$ cat src/rtl/xmem_pkg.sv
package xmem_pkg;

    typedef enum logic [1:0] {
        OP_LOAD  = 2'b00,
        OP_STORE = 2'b01,
        OP_COPY  = 2'b10,
        OP_BAD   = 2'b11
    } op_e;

    typedef enum logic [2:0] {
        S_IDLE,
        S_ADDR,
        S_WAIT,
        S_XFER,
        S_STORE,
        S_RESP,
        S_FAULT
    } state_e;

endpackage

$ cat src/rtl/xmem_arb.sv
module xmem_arb #(
    parameter int NREQ = 4,
    localparam int IW  = (NREQ > 1) ? $clog2(NREQ) : 1
) (
    input  logic            clk,
    input  logic            rst_n,
    input  logic            en,
    input  logic [NREQ-1:0] valid,
    output logic [NREQ-1:0] grant,
    output logic [IW-1:0]   idx
);

    logic [NREQ:0] seen;

    assign seen[0] = 1'b0;

    genvar gi;
    generate
        for (gi = 0; gi < NREQ; gi++) begin : g_slot
            assign grant[gi]    = en & valid[gi] & ~seen[gi];
            assign seen[gi + 1] = seen[gi] | valid[gi];
        end
    endgenerate

    always_comb begin
        idx = '0;
        for (int i = 0; i < NREQ; i++) begin
            if (grant[i]) idx = IW'(i);
        end
    end

    // at most one grant at a time
    p_grant_onehot_r2: assert property (@(posedge clk) disable iff (!rst_n)
        $onehot0(grant));

    // nobody below the granted index is waiting
    p_grant_prio_r2: assert property (@(posedge clk) disable iff (!rst_n)
        (|grant) |-> (((grant - NREQ'(1)) & valid) == '0));

    // a grant only goes to a requester that asks
    p_grant_valid_r2: assert property (@(posedge clk) disable iff (!rst_n)
        ((grant & ~valid) == '0));

endmodule

$ cat src/rtl/xmem_fsm.sv
module xmem_fsm
    import xmem_pkg::*;
#(
    parameter int AW        = 32,
    parameter int DW        = 64,
    parameter int IW        = 2,
    parameter int MEM_WORDS = 1000000,
    parameter int LOAD_LAT  = 7
) (
    input  logic          clk,
    input  logic          rst_n,
    input  logic          start,
    input  logic [1:0]    start_op,
    input  logic [AW-1:0] start_src,
    input  logic [AW-1:0] start_dst,
    input  logic [DW-1:0] start_wdata,
    input  logic [IW-1:0] start_id,
    input  logic [DW-1:0] mem_mdr_in,
    output logic          idle,
    output logic [AW-1:0] mem_mar,
    output logic [DW-1:0] mem_mdr_out,
    output logic          mem_ren,
    output logic          mem_wen,
    output logic          resp_done,
    output logic          resp_err,
    output logic          resp_load,
    output logic [IW-1:0] resp_id,
    output logic [DW-1:0] ld_data
);

    localparam int            CW       = $clog2(LOAD_LAT + 1);
    localparam logic [CW-1:0] LAT_END  = CW'(LOAD_LAT);
    localparam logic [CW-1:0] COPY_END = CW'(LOAD_LAT - 1);
    localparam logic [AW:0]   LIMIT    = (AW + 1)'(MEM_WORDS);

    state_e        state_q, state_d;
    op_e           op_q;
    logic [AW-1:0] src_q, dst_q;
    logic [DW-1:0] wd_q, ld_q;
    logic [IW-1:0] id_q;
    logic [CW-1:0] cnt_q;

    logic src_bad, dst_bad, bad_cmd;

    assign src_bad = {1'b0, start_src} >= LIMIT;
    assign dst_bad = {1'b0, start_dst} >= LIMIT;
    assign bad_cmd = (start_op == OP_BAD) || src_bad
                     || ((start_op == OP_COPY) && dst_bad);

    // state register
    always_ff @(posedge clk or negedge rst_n) begin
        if (!rst_n) state_q <= S_IDLE;
        else        state_q <= state_d;
    end

    // transitions
    always_comb begin
        state_d = state_q;
        unique case (state_q)
            S_IDLE: begin
                if (start) begin
                    if (bad_cmd)                    state_d = S_FAULT;
                    else if (start_op == OP_STORE)  state_d = S_STORE;
                    else                            state_d = S_ADDR;
                end
            end
            S_ADDR:  state_d = S_WAIT;
            S_WAIT: begin
                if (op_q == OP_COPY && cnt_q == COPY_END)     state_d = S_XFER;
                else if (op_q == OP_LOAD && cnt_q == LAT_END) state_d = S_RESP;
            end
            S_XFER:  state_d = S_RESP;
            S_STORE: state_d = S_RESP;
            S_RESP:  state_d = S_IDLE;
            S_FAULT: state_d = S_IDLE;
            default: state_d = S_IDLE;
        endcase
    end

    // command capture, cycle counter, load data capture
    always_ff @(posedge clk or negedge rst_n) begin
        if (!rst_n) begin
            op_q  <= OP_LOAD;
            src_q <= '0;
            dst_q <= '0;
            wd_q  <= '0;
            id_q  <= '0;
            cnt_q <= '0;
            ld_q  <= '0;
        end else begin
            if (state_q == S_IDLE && start) begin
                op_q  <= op_e'(start_op);
                src_q <= start_src;
                dst_q <= start_dst;
                wd_q  <= start_wdata;
                id_q  <= start_id;
            end
            if (state_q == S_ADDR)      cnt_q <= CW'(1);
            else if (state_q == S_WAIT) cnt_q <= cnt_q + CW'(1);
            if (state_q == S_WAIT && op_q == OP_LOAD && cnt_q == LAT_END)
                ld_q <= mem_mdr_in;
        end
    end

    // outputs
    always_comb begin
        idle        = 1'b0;
        mem_mar     = '0;
        mem_mdr_out = '0;
        mem_ren     = 1'b0;
        mem_wen     = 1'b0;
        resp_done   = 1'b0;
        resp_err    = 1'b0;
        unique case (state_q)
            S_IDLE:  idle = 1'b1;
            S_ADDR: begin
                mem_mar = src_q;
                mem_ren = 1'b1;
            end
            S_WAIT:  ;
            S_XFER: begin
                mem_mar     = dst_q;
                mem_mdr_out = mem_mdr_in;
                mem_wen     = 1'b1;
            end
            S_STORE: begin
                mem_mar     = src_q;
                mem_mdr_out = wd_q;
                mem_wen     = 1'b1;
            end
            S_RESP:  resp_done = 1'b1;
            S_FAULT: resp_err  = 1'b1;
            default: ;
        endcase
    end

    assign resp_load = (op_q == OP_LOAD);
    assign resp_id   = id_q;
    assign ld_data   = ld_q;

    // checker: cycles since the last read enable, saturating
    logic [CW:0] since_ren;
    always_ff @(posedge clk or negedge rst_n) begin
        if (!rst_n)                           since_ren <= '0;
        else if (mem_ren)                     since_ren <= (CW + 1)'(1);
        else if (since_ren != '1 && since_ren != '0) since_ren <= since_ren + (CW + 1)'(1);
    end

    // the two enables never overlap
    p_no_both_r5: assert property (@(posedge clk) disable iff (!rst_n)
        !(mem_ren && mem_wen));

    // read enable lasts a single cycle
    p_ren_single_r3: assert property (@(posedge clk) disable iff (!rst_n)
        mem_ren |=> !mem_ren);

    // load done comes LOAD_LAT+1 cycles after the address cycle
    p_load_lat_r3: assert property (@(posedge clk) disable iff (!rst_n)
        (resp_done && resp_load) |-> (since_ren == (CW + 1)'(LOAD_LAT + 1)));

    // copy write lands LOAD_LAT cycles after its read address
    p_copy_lat_r5: assert property (@(posedge clk) disable iff (!rst_n)
        (mem_wen && state_q == S_XFER) |-> (since_ren == (CW + 1)'(LOAD_LAT)));

    // the port never carries an out-of-range write
    p_wen_range_r7: assert property (@(posedge clk) disable iff (!rst_n)
        mem_wen |-> ({1'b0, mem_mar} < LIMIT));

    // a refusal leaves the port quiet
    p_fault_quiet_r7: assert property (@(posedge clk) disable iff (!rst_n)
        resp_err |-> (!mem_ren && !mem_wen && $past(!mem_ren && !mem_wen)));

endmodule

$ cat src/rtl/xmem_win.sv
module xmem_win #(
    parameter int NREQ       = 4,
    parameter int AW         = 32,
    parameter int DW         = 64,
    parameter int WIN_BASE   = 32'h1000,
    parameter int WIN_STRIDE = 32'h200,
    localparam int IW        = (NREQ > 1) ? $clog2(NREQ) : 1
) (
    input  logic          clk,
    input  logic          rst_n,
    input  logic          wr_en,
    input  logic [IW-1:0] wr_id,
    input  logic [DW-1:0] wr_data,
    input  logic [AW-1:0] rd_addr,
    output logic          rd_hit,
    output logic [DW-1:0] rd_data
);

    logic [DW-1:0]   slot_q [NREQ];
    logic [NREQ-1:0] slot_hit;

    genvar gi;
    generate
        for (gi = 0; gi < NREQ; gi++) begin : g_slot
            localparam logic [AW-1:0] SLOT_ADDR = AW'(WIN_BASE + gi * WIN_STRIDE);

            always_ff @(posedge clk or negedge rst_n) begin
                if (!rst_n)                           slot_q[gi] <= '0;
                else if (wr_en && wr_id == IW'(gi))   slot_q[gi] <= wr_data;
            end

            assign slot_hit[gi] = (rd_addr == SLOT_ADDR);
        end
    endgenerate

    always_comb begin
        rd_data = '0;
        for (int i = 0; i < NREQ; i++) begin
            if (slot_hit[i]) rd_data = rd_data | slot_q[i];
        end
    end

    assign rd_hit = |slot_hit;

endmodule

$ cat src/rtl/xmem_seq.sv
module xmem_seq
    import xmem_pkg::*;
#(
    parameter int NREQ       = 4,
    parameter int AW         = 32,
    parameter int DW         = 64,
    parameter int MEM_WORDS  = 1000000,
    parameter int LOAD_LAT   = 7,
    parameter int WIN_BASE   = 32'h1000,
    parameter int WIN_STRIDE = 32'h200
) (
    input  logic               clk,
    input  logic               rst_n,
    input  logic [NREQ-1:0]    req_valid,
    input  logic [2*NREQ-1:0]  req_op,
    input  logic [AW*NREQ-1:0] req_addr,
    input  logic [AW*NREQ-1:0] req_dst,
    input  logic [DW*NREQ-1:0] req_wdata,
    output logic [NREQ-1:0]    req_grant,
    output logic [NREQ-1:0]    req_done,
    output logic [NREQ-1:0]    req_err,
    output logic [DW-1:0]      rsp_rdata,
    output logic [AW-1:0]      mem_mar,
    output logic [DW-1:0]      mem_mdr_out,
    input  logic [DW-1:0]      mem_mdr_in,
    output logic               mem_ren,
    output logic               mem_wen,
    input  logic [AW-1:0]      host_addr,
    output logic               host_hit,
    output logic [DW-1:0]      host_rdata
);

    localparam int IW = (NREQ > 1) ? $clog2(NREQ) : 1;

    logic          idle;
    logic [IW-1:0] sel_idx;
    logic          resp_done, resp_err, resp_load;
    logic [IW-1:0] resp_id;
    logic [DW-1:0] ld_data;

    xmem_arb #(.NREQ(NREQ)) u_arb (
        .clk   (clk),
        .rst_n (rst_n),
        .en    (idle),
        .valid (req_valid),
        .grant (req_grant),
        .idx   (sel_idx)
    );

    xmem_fsm #(
        .AW        (AW),
        .DW        (DW),
        .IW        (IW),
        .MEM_WORDS (MEM_WORDS),
        .LOAD_LAT  (LOAD_LAT)
    ) u_fsm (
        .clk         (clk),
        .rst_n       (rst_n),
        .start       (|req_grant),
        .start_op    (req_op[32'(sel_idx) * 2 +: 2]),
        .start_src   (req_addr[32'(sel_idx) * AW +: AW]),
        .start_dst   (req_dst[32'(sel_idx) * AW +: AW]),
        .start_wdata (req_wdata[32'(sel_idx) * DW +: DW]),
        .start_id    (sel_idx),
        .mem_mdr_in  (mem_mdr_in),
        .idle        (idle),
        .mem_mar     (mem_mar),
        .mem_mdr_out (mem_mdr_out),
        .mem_ren     (mem_ren),
        .mem_wen     (mem_wen),
        .resp_done   (resp_done),
        .resp_err    (resp_err),
        .resp_load   (resp_load),
        .resp_id     (resp_id),
        .ld_data     (ld_data)
    );

    xmem_win #(
        .NREQ       (NREQ),
        .AW         (AW),
        .DW         (DW),
        .WIN_BASE   (WIN_BASE),
        .WIN_STRIDE (WIN_STRIDE)
    ) u_win (
        .clk     (clk),
        .rst_n   (rst_n),
        .wr_en   (resp_done && resp_load),
        .wr_id   (resp_id),
        .wr_data (ld_data),
        .rd_addr (host_addr),
        .rd_hit  (host_hit),
        .rd_data (host_rdata)
    );

    genvar gi;
    generate
        for (gi = 0; gi < NREQ; gi++) begin : g_resp
            assign req_done[gi] = resp_done && (resp_id == IW'(gi));
            assign req_err[gi]  = resp_err  && (resp_id == IW'(gi));
        end
    endgenerate

    assign rsp_rdata = ld_data;

    // an accepted command is never followed by a grant in the next cycle
    p_no_regrant_r6: assert property (@(posedge clk) disable iff (!rst_n)
        (|req_grant) |=> (req_grant == '0));

    // no grant in a cycle that carries a done or error pulse
    p_no_grant_resp_r6: assert property (@(posedge clk) disable iff (!rst_n)
        ((|req_done) || (|req_err)) |-> (req_grant == '0));

    // done and error never go out together
    p_done_xor_err_r7: assert property (@(posedge clk) disable iff (!rst_n)
        !((|req_done) && (|req_err)));

endmodule

$ cat config.mk
export PLATFORM = sky130hd
export DESIGN_NAME = xmem_seq
export DESIGN_NICKNAME = d
export VERILOG_FILES = /design/src/rtl/xmem_pkg.sv /design/src/rtl/xmem_arb.sv /design/src/rtl/xmem_fsm.sv /design/src/rtl/xmem_win.sv /design/src/rtl/xmem_seq.sv
export SDC_FILE = /design/constraint.sdc
export NUM_CORES = 1
export LEC_CHECK = 0
export BUFFER_PORTS_ARGS = -buffer_cell sky130_fd_sc_hd__buf_2
export CAP_MARGIN = 15
export CORE_AREA = 3 3 332 334
export CTS_CLUSTER_DIAMETER = 50
export DETAILED_ROUTE_END_ITERATION = 10
export DIE_AREA = 0 0 335 337
export GPL_ROUTABILITY_DRIVEN = 0
export SYNTH_ARGS = -nofsm -noshare
export SYNTH_HDL_FRONTEND = slang
export SYNTH_SLANG_ARGS = --single-unit
$ cat constraint.sdc
create_clock -name clk -period 4.6 [get_ports clk]
set_clock_uncertainty 0.05 [all_clocks]
set_input_delay 0.23 -clock clk [delete_from_list [all_inputs] [get_ports clk]]
set_output_delay 0.23 -clock clk [all_outputs]
set_load 0.02 [all_outputs]
==> impl_results.md <==
* Status: finished clean
* Die Wd at 335 um
* CP Cell Sequence: or4_1 -> buf_4 -> a21oi_4 -> buf_4 -> buf_6 -> nand3_1 -> o221ai_1 -> dlygate4sd3_1 -> o21ai_0
* Initial antenna violation count at 10
* CP top delay family: buffers and inverters
* DR vias/cell at 5.004
* Die area at 0.1129 mm^2
* Least-Margin Pin Slew at 1.117 ns
* Worst-path clk slew at 0.06 ns
* Worst Path Required at 5.00 ns
* Post-synthesis cell count at 2,154
* First drt pass iteration count at 6
* Vias in the first global route at 23,610
* P per Cell Area at 549.4 mW/mm^2
* Pleak at 0.01659 uW
* Final min period at 4.280 ns
* Sequential area share after synthesis at 0.4885
* Largest net degree at the start of global routing at 117
* Worst slew margin at 0.2528
* H-tree depth at 3
* Crit path max fanout at 46
* WP data arrival at 4.68 ns
* DRC viols at 0
* DRT antenna net count at 0
* Max-cap viol count at 0
* Critical path type: flip-flop to flip-flop
* Io pins at 861
* Worst IR Drop VDD at 0.0003422 V
* Row count at 120
* WP depth at 9
* CP dominant cell by count: buf_4
* Fraction of layout cells with a size suffix above 1 at 0.4324
* Startpoint types: flip-flop
* Worst reg-to-reg path cell count at 9
* Worst Setup End Kind: flip-flop
* Max stage delay on crit path at 0.84 ns
* Ys async rst share at 1.000
* Num CTS Buffers at 68
* Setup repair after global routing missed its margin: false
* Synth warn at 0
* Post-synth EDFFs at 0
* Syn_nets at 2,779
* Fmax at 233.7 MHz
* # setup viols final at 0
* Max Slew Vio Count at 0
* Yosys top cell by area: dfrtp_1
* Yosys top cell area share at 0.4885
* Worst-Skew Late Latency at 0.61 ns
* CTS tree: yes
* Area delta synth->final at 48.04%
* Syn Area/Cell at 10.89 um^2
* Synth cell types at 57
* Iteration-0 DRC count of the detailed router at 1,852
* Final Hold Vio Count at 0
* Initial Utilization at 0.2189
* Root buf cell: clkbuf_16
* Post-Syn Area at 0.02346 mm^2
* Final period util at 0.9304
* Chip Height at 337 um
* Top post-synthesis cells by area: dfrtp_1 (49%), mux2_2 (16%), a22o_1 (4.9%), nand2_1 (4.9%), o221ai_1 (3.7%)
* NumNets Final at 3,866
* Slowest CP cell: or4_1
* GRT Util Overall at 0.1890
* Core area at 0.1072 mm^2
* Final Util at 0.3240
* Via count at 23,520
* Post-DP HPWL at 83,360 um
* I/O Buffers at 860
* Hold path cells at 5
* WP buf/inv at 4
* WL final at 112,500 um
* WL per Instance at 23.92 um
* Seq cells post-synth at 458
* Tightest Hold Check Type: primary input to flip-flop
* GRT overflow at 0
* CTS Buffer Depth at 3
* Global-route wire length before repair at 158,400 um
* Setup TNS at 0 ns
* TritonCTS Sinks at 458
* Most used DFF post-synth: dfrtp_1
area by class of cell:
cell class | instances | area, um^2
Multi-Input combinational cell | 1493 | 11360
Inverter | 15 | 56.30
Antenna cell | 5 | 12.51
Timing Repair Buffer | 1205 | 7739
Clock buffer | 84 | 1882
Fill cell | 10950 | 72470
Sequential cell | 458 | 11460
Clock inverter | 38 | 466.7
Tap cell | 1403 | 1755
cells by family (layout without fill, tap and decap cells):
| group | Yosys count | in the layout | share of synthesized area |
|---|---|---|---|
| flops | 458 | 458 | 0.4885 |
| mux | 373 | 373 | 0.1940 |
| compound gates | 521 | 521 | 0.1657 |
| buf+inv | 203 | 1342 | 0.03381 |
| fa+ha+maj | 3 | 3 | 0.001600 |
| simple gates | 596 | 596 | 0.1164 |
| other cells | 0 | 5 | 0 |
flip-flops by register name, indices dropped and copies added, names as in the netlist:
register       cells
u_fsm.state_q      3
u_fsm.src_q       32
u_fsm.resp_id      2
u_fsm.ld_data     64
u_fsm.wd_q        64
u_fsm.dst_q       32
u_win.slot_q     256
u_fsm.op_q         2
u_fsm.cnt_q        3
timing repair:
| item | in CTS | in global routing |
|---|---|---|
| endpoints found under the hold margin | 255 | 0 |
| gates resized for setup | 0 | 1 |
| endpoints found under the setup margin | 0 | 1 |
| hold buffers | 286 | 0 |
| buffers inserted | 0 | 0 |
worst reg2reg max path, delay by kind of cell (launching register included):
kind / cells / cell delay [ns]
buffers and inverters: 4 / 1.95
and+or+nand+nor: 2 / 1.22
DFF: 1 / 0.57
AOI/OAI and AO/OA: 3 / 0.35
power breakdown:
group / switching [uW] / internal, uW
combinational: 3840 / 2960
clock: 2070 / 3240
sequential: 1380 / 5600
total: 7280 / 11800
cells in the final DEF, fill, tap and decap left out, types with 56 or more instances in the layout:
cell	Yosys	final
clkbuf_16	0	68
mux2_2	325	325
nand2_1	308	307
nand3_1	89	86
o221ai_1	98	98
o21ai_0	136	136
dlygate4sd3_1	0	286
nor2_1	57	56
a22o_1	132	132
buf_2	19	858
dfrtp_1	458	458
per-stage QoR:
stage / worst slack, ns / std cells / instance area [um^2] / power [uW] / hold WS (ns)
detailed placement: 0.6151 / 4288 / 29510 / 13340 / 0.2719
global placement: 0.7005 / 4288 / 29510 / 13190 / 0.2678
CTS: 0.1483 / 4696 / 34720 / 19200 / 0.002179
finish: 0.3203 / 4701 / 34730 / 19080 / 0.04843
floorplan: 1.881 / 2154 / 23460 / 10450 / -0.1156
global route: 0.1822 / 4700 / 34730 / 20120 / 0.03046
per-layer routing:
layer	part of all wire	wire length (um)	GRT usage
met5	0.00012	13	0
met4	0.061	6873	0.1066
met3	0.081	9113	0.04753
met2	0.47	52790	0.3105
met1	0.39	43660	0.2259
cell usage after synthesis (7+ instances only):
library cell  number
nand3_1           89
nor2_1            57
mux2i_1           15
o21ai_0          136
a22o_1           132
a221o_1           35
buf_2             19
mux2_2           325
nand2b_1          14
o211ai_1          12
a22oi_1            9
nor2b_1           42
nand4_1            9
buf_1             18
nor4_1            12
o22ai_1            7
a211oi_1           9
nand2_1          308
inv_1             14
mux4_2            33
clkbuf_1         149
a21oi_1           28
nor3b_1           14
a31oi_1           12
nor3_1            24
o221ai_1          98
dfrtp_1          458
worst paths after layout:
kind | from | to | slack, ns
min | req_addr[50] | u_fsm.src_q[18] | 0.05
max in group asynchronous | rst_n | u_win.slot_q[171] | 3.10
max reg2reg | u_fsm.state_q[1] | u_fsm.wd_q[24] | 0.32
min in group asynchronous | rst_n | u_fsm.wd_q[12] | 0.21
max | u_fsm.state_q[1] | u_fsm.wd_q[24] | 0.32
min reg2reg | u_fsm.dst_q[9] | u_fsm.dst_q[9] | 0.43
(Power assumes the default switching activity.)
